### config.mk
export PLATFORM = sky130hd
export DESIGN_NAME = selftest_engine
export DESIGN_NICKNAME = d
export VERILOG_FILES = /design/src/rtl/st_pkg.sv /design/src/rtl/st_timer.sv /design/src/rtl/st_rom_sweep.sv /design/src/rtl/st_pattern.sv /design/src/rtl/selftest_engine.sv
export SDC_FILE = /design/constraint.sdc
export NUM_CORES = 1
export LEC_CHECK = 0
export ABC_AREA = 1
export BUFFER_PORTS_ARGS = -buffer_cell sky130_fd_sc_hd__buf_2
export CAP_MARGIN = 20
export CELL_PAD_IN_SITES_DETAIL_PLACEMENT = 0
export CELL_PAD_IN_SITES_GLOBAL_PLACEMENT = 1
export CORE_MARGIN = 4
export CORE_UTILIZATION = 46
export DETAILED_ROUTE_END_ITERATION = 16
export HOLD_SLACK_MARGIN = 0.06
export PLACE_DENSITY_LB_ADDON = 0.1
export SETUP_SLACK_MARGIN = 0.4
export SKIP_LAST_GASP = 1
export SYNTH_ARGS = -nofsm -noshare
export SYNTH_HDL_FRONTEND = slang
export SYNTH_SLANG_ARGS = --single-unit
### constraint.sdc
create_clock -name clk -period 2.8 [get_ports clk]
set_input_delay 0.42 -clock clk [delete_from_list [all_inputs] [get_ports clk]]
set_output_delay 0.42 -clock clk [all_outputs]
set_load 0.1 [all_outputs]
### src/rtl/st_pkg.sv
package st_pkg;
  localparam int unsigned CHK_W = 16;
  typedef enum logic { ST_IDLE = 1'b0, ST_RUN = 1'b1 } st_state_e;
endpackage

### src/rtl/st_timer.sv
module st_timer #(
  parameter int unsigned CNT_W = 18
) (
  input  logic             clk,
  input  logic             rst_n,
  input  logic             start_i,
  output logic             busy_o,
  output logic             done_o,
  output logic             accept_o,
  output logic             last_o,
  output logic [CNT_W-1:0] cnt_o
);
  import st_pkg::*;
  localparam logic [CNT_W-1:0] CNT_MAX = {CNT_W{1'b1}};

  st_state_e        state_q, state_d;
  logic [CNT_W-1:0] cnt_q, cnt_d;
  logic             done_q, done_d;
  logic             cnt_en;

  assign accept_o = (state_q == ST_IDLE) && start_i;
  assign last_o   = (state_q == ST_RUN) && (cnt_q == CNT_MAX);
  assign cnt_en   = accept_o || (state_q == ST_RUN);

  always_comb begin
    state_d = state_q;
    cnt_d   = cnt_q;
    done_d  = 1'b0;
    if (accept_o) begin
      state_d = ST_RUN;
      cnt_d   = '0;
    end else if (last_o) begin
      state_d = ST_IDLE;
      done_d  = 1'b1;
    end else if (state_q == ST_RUN) begin
      cnt_d = cnt_q + 1'b1;
    end
  end

  always_ff @(posedge clk or negedge rst_n) begin
    if (!rst_n) begin
      state_q <= ST_IDLE;
      done_q  <= 1'b0;
    end else begin
      state_q <= state_d;
      done_q  <= done_d;
    end
  end

  always_ff @(posedge clk or negedge rst_n) begin
    if (!rst_n) cnt_q <= '0;
    else if (cnt_en) cnt_q <= cnt_d;
  end

  assign busy_o = (state_q == ST_RUN);
  assign done_o = done_q;
  assign cnt_o  = cnt_q;
endmodule

### src/rtl/st_rom_sweep.sv
module st_rom_sweep #(
  parameter int unsigned CNT_W  = 18,
  parameter int unsigned ROM_AW = 7,
  parameter int unsigned ROM_DW = 8
) (
  input  logic                     clk,
  input  logic                     rst_n,
  input  logic                     busy_i,
  input  logic                     accept_i,
  input  logic [CNT_W-1:0]         cnt_i,
  output logic                     rom_en_o,
  output logic [ROM_AW-1:0]        rom_addr_o,
  input  logic [ROM_DW-1:0]        rom_data_i,
  output logic [st_pkg::CHK_W-1:0] sum_o
);
  import st_pkg::*;
  localparam int unsigned      ROM_DEPTH = 1 << ROM_AW;
  localparam logic [CNT_W-1:0] SWEEP_END = CNT_W'(ROM_DEPTH);

  logic             rd_vld_q;
  logic [CHK_W-1:0] sum_q, sum_d;
  logic             sum_en;

  assign rom_en_o   = busy_i && (cnt_i < SWEEP_END);
  assign rom_addr_o = cnt_i[ROM_AW-1:0];
  assign sum_en     = accept_i || rd_vld_q;

  always_comb begin
    if (accept_i) sum_d = '0;
    else          sum_d = sum_q + CHK_W'(rom_data_i);
  end

  always_ff @(posedge clk or negedge rst_n) begin
    if (!rst_n) rd_vld_q <= 1'b0;
    else        rd_vld_q <= rom_en_o;
  end

  always_ff @(posedge clk or negedge rst_n) begin
    if (!rst_n) sum_q <= '0;
    else if (sum_en) sum_q <= sum_d;
  end

  assign sum_o = sum_q;
endmodule

### src/rtl/st_pattern.sv
module st_pattern #(
  parameter int unsigned PAT_W = 5
) (
  input  logic             busy_i,
  input  logic             phase_i,
  input  logic             row_odd_i,
  output logic [PAT_W-1:0] dots_o
);
  for (genvar j = 0; j < PAT_W; j++) begin : g_dot
    localparam logic EVEN_COL = ((j % 2) == 0);
    assign dots_o[j] = busy_i & (EVEN_COL ^ row_odd_i ^ phase_i);
  end
endmodule

### src/rtl/selftest_engine.sv
module selftest_engine #(
  parameter int unsigned CNT_W   = 18,
  parameter int unsigned ROM_AW  = 7,
  parameter int unsigned ROM_DW  = 8,
  parameter int unsigned PAT_W   = 5,
  parameter logic [15:0] EXP_SUM = 16'h0000
) (
  input  logic              clk,
  input  logic              rst_n,
  input  logic              start_i,
  output logic              rom_en_o,
  output logic [ROM_AW-1:0] rom_addr_o,
  input  logic [ROM_DW-1:0] rom_data_i,
  input  logic              row_odd_i,
  output logic [PAT_W-1:0]  pat_dots_o,
  output logic              pat_valid_o,
  output logic              busy_o,
  output logic              pass_o,
  output logic              done_o
);
  import st_pkg::*;

  logic             rst_meta_q, rst_n_q;
  logic             busy, accept, last;
  logic [CNT_W-1:0] cnt;
  logic [CHK_W-1:0] sum;
  logic             pass_q, pass_d;

  always_ff @(posedge clk or negedge rst_n) begin
    if (!rst_n) begin
      rst_meta_q <= 1'b0;
      rst_n_q    <= 1'b0;
    end else begin
      rst_meta_q <= 1'b1;
      rst_n_q    <= rst_meta_q;
    end
  end

  st_timer #(.CNT_W(CNT_W)) u_timer (
    .clk(clk), .rst_n(rst_n_q), .start_i(start_i),
    .busy_o(busy), .done_o(done_o), .accept_o(accept),
    .last_o(last), .cnt_o(cnt)
  );

  st_rom_sweep #(.CNT_W(CNT_W), .ROM_AW(ROM_AW), .ROM_DW(ROM_DW)) u_sweep (
    .clk(clk), .rst_n(rst_n_q), .busy_i(busy), .accept_i(accept),
    .cnt_i(cnt), .rom_en_o(rom_en_o), .rom_addr_o(rom_addr_o),
    .rom_data_i(rom_data_i), .sum_o(sum)
  );

  st_pattern #(.PAT_W(PAT_W)) u_pat (
    .busy_i(busy), .phase_i(cnt[CNT_W-1]), .row_odd_i(row_odd_i),
    .dots_o(pat_dots_o)
  );

  assign pass_d = (sum == EXP_SUM);

  always_ff @(posedge clk or negedge rst_n_q) begin
    if (!rst_n_q) pass_q <= 1'b0;
    else if (last) pass_q <= pass_d;
  end

  assign busy_o      = busy;
  assign pat_valid_o = busy;
  assign pass_o      = pass_q;
endmodule

==> impl_metrics.env <==
export IMPL_synth_seq_cells=40
export IMPL_tightest_slew_ns=0.573
export IMPL_rows=27
export IMPL_via_per_inst=5.00
export IMPL_ir_drop_v=0.000201
export IMPL_synth_common_cells="nand2_1, nor2_1, dfrtp_1, inv_1, nand3_1"
export IMPL_slew_viol_final=0
export IMPL_numPortBuffers=28
export IMPL_dpl_hpwl_um=4710
export IMPL_ys_flop_type="dfrtp_1"
export IMPL_numCtsBuffers=5
export IMPL_synth_edff_count=0
export IMPL_grtUsageTotal_pct=18.1
export IMPL_detail_route_antenna_nets=0
export IMPL_via_count=2347
export IMPL_cts_sinks=40
export IMPL_h_tree_depth=2
export IMPL_cts_tree="done"
export IMPL_skew_ns=0.00960
export IMPL_antenna_found_initial=0
export IMPL_critPathMaxFanout=6
export IMPL_worstPathArrival_ns=1.78
export IMPL_core_mm2=0.00557
export IMPL_synthTopCellsByArea="dfrtp_1, nand2_1, nor2_1"
export IMPL_synth_cell_type_count=30
export IMPL_first_pass_iters=4
export IMPL_cts_buffer_depth=2
export IMPL_area_growth_syn_to_layout_pct=11.0
export IMPL_hold_class="flip-flop to asynchronous set/reset pin"
export IMPL_io_pin_count=29
export IMPL_async_flop_share_pct=100
export IMPL_grt_pass1_wl_um=10500
export IMPL_yosys_area_top_type="dfrtp_1"
export IMPL_postLayoutSetupSlackWorst_ns=0.598
export IMPL_diodes=0
export IMPL_syn_nets=395
export IMPL_crit_path_end_kind="primary output"
export IMPL_report_final_hold_viol_count=0
export IMPL_required_ns=2.38
export IMPL_syn_area_mm2=0.00267
export IMPL_grt_pass1_vias=2286
export IMPL_period_minus_slack_ns=2.20
export IMPL_synth_most_common_cell="nand2_1"
export IMPL_fmax_ghz=0.454
export IMPL_post_synth_top_area_fraction_pct=37.5
export IMPL_root_buffer="clkbuf_8"
export IMPL_setup_viol=0
export IMPL_fin_nets=418
export IMPL_post_route_util_pct=53.2
export IMPL_pre_cts_ws_ns=0.587
export IMPL_multi_input_comb_area_mm2=0.00145
export IMPL_die_area_mm2=0.00709
export IMPL_max_cap_violations=0
export IMPL_wl_per_cell_um=13.0
export IMPL_drt_iter0_drc=140
export IMPL_crit_type="flip-flop to primary output"
export IMPL_fin_tns_setup_ns=0
export IMPL_rsz0062_at_grt="no"
export IMPL_avgSynthCellArea_um2=7.17
export IMPL_critPathLaunchType="flip-flop"
export IMPL_ys_warn_count=0
export IMPL_n_fill_cell=590
export IMPL_start_util_pct=47.9
export IMPL_post_cts_buffers=0
export IMPL_relSlewSlack_pct=61.8
export IMPL_clock_latency_ns=0.29
export IMPL_p_leak_nw=1.58
export IMPL_die_x_um=84.2
export IMPL_grt_max_degree=25
export IMPL_timing_final_crit_share_pct=78.6
export IMPL_outcome="completed"
export IMPL_grt_overflow=0
export IMPL_seqCellArea_mm2=0.00100
export IMPL_synthCells=373
export IMPL_wirelength_um=6090
export IMPL_yosysSeqAreaShare_pct=37.5
export IMPL_drive_gt1_share_pct=14.6
export IMPL_drc_errors=0
export IMPL_power_density_mw_per_mm2=378
export IMPL_cts_clk_slew_worst_paths_ns=0.08
export IMPL_place_congestion=0.874
export IMPL_chipHeight_um=84.2
## through the flow
| step | power [mW] | cells | hold WS (ns) | instance area [um^2] |
|---|---|---|---|---|
| after detailed placement | 0.668 | 460 | 0.203 | 2840 |
| final | 1.12 | 469 | 0.193 | 2970 |
| after floorplan | 0.649 | 373 | 0.124 | 2710 |
| after CTS | 1.14 | 469 | 0.208 | 2960 |
| after global placement | 0.667 | 460 | 0.194 | 2840 |
| after global routing | 1.17 | 469 | 0.234 | 2970 |
## report_power, final
part           total, mW  switching [mW]  internal, mW
combinational     0.0747          0.0554        0.0193
clock              0.466           0.201         0.265
sequential         0.582         0.00330         0.579
## final cells by class
type | count | share of cell area, %
clock inverters | 2 | 1.18
well taps | 72 | 3.04
clock buffers | 6 | 2.45
multi-input cells | 280 | 49.0
repair buffers | 31 | 5.57
inverters | 38 | 4.85
flip-flops and latches | 40 | 33.9
## worst paths after layout
check | start | to | slack, ns | depth (start not counted)
max reg2reg | u_timer.cnt_o[0] | u_timer.cnt_o[14] | 0.86 | 11
max | u_timer.cnt_o[14] | rom_en_o | 0.60 | 4
min | rst_n_q | u_timer.cnt_o[2] | 0.19 | 0
min in group clk | rst_meta_q | rst_n_q | 0.36 | 0
min reg2reg | rst_n_q | u_timer.cnt_o[2] | 0.19 | 0
max in group asynchronous | rst_n_q | u_sweep.sum_o[6] | 1.76 | 2
## layout by cell type (no fill, tap or decap), drive strengths merged, types with 2 or more instances in the layout
master	n
xnor2	4
o21ai	16
nand3	32
clkbuf	6
inv	36
buf	30
o22ai	2
nor3	2
xor2	8
dfrtp	40
ha	9
nand2	123
nor4	6
nor2	52
clkinv	3
nand4	8
a21oi	12
## per-layer routing
layer / vias up / global-route usage (%) / part of all wire, %
met5: - / 0 / 0
met4: 0 / 5.41 / 1.5
met3: 9 / 3.53 / 2.1
met2: 24 / 32.6 / 51
met1: 1076 / 21.6 / 46
li1: 1238 / - / -
## flip-flops by register name, summed over array words and instances, names as in the netlist
signal	flops
rst_n_q	1
u_sweep.rd_vld_q	1
u_timer.done_o	1
u_timer.busy_o	1
rst_meta_q	1
u_sweep.sum_o	16
pass_o	1
u_timer.cnt_o	18
## kinds of logic after synthesis
group	Yosys count	synth area share, %
XOR/XNOR	12	3.93
AND/OR/NAND/NOR	224	36.5
other	1	0.140
flip-flops	40	37.5
buffers and inverters	53	9.41
adder cells (fa/ha/maj)	10	4.96
AO/OA/AOI/OAI	33	7.63
## repair_timing
item,4_1_cts,5_1_grt
endpoints found under the setup margin,0,1
resized for setup,0,1
hold buffers,1,0
endpoints found under the hold margin,2,0
## critical path, stage by stage (launching register included)
cell     delay (ns)
dfrtp_1        0.44
nor4_1         0.29
nand2_1        0.14
nor4_4         0.16
buf_2          0.47
(Power assumes the default switching activity.)
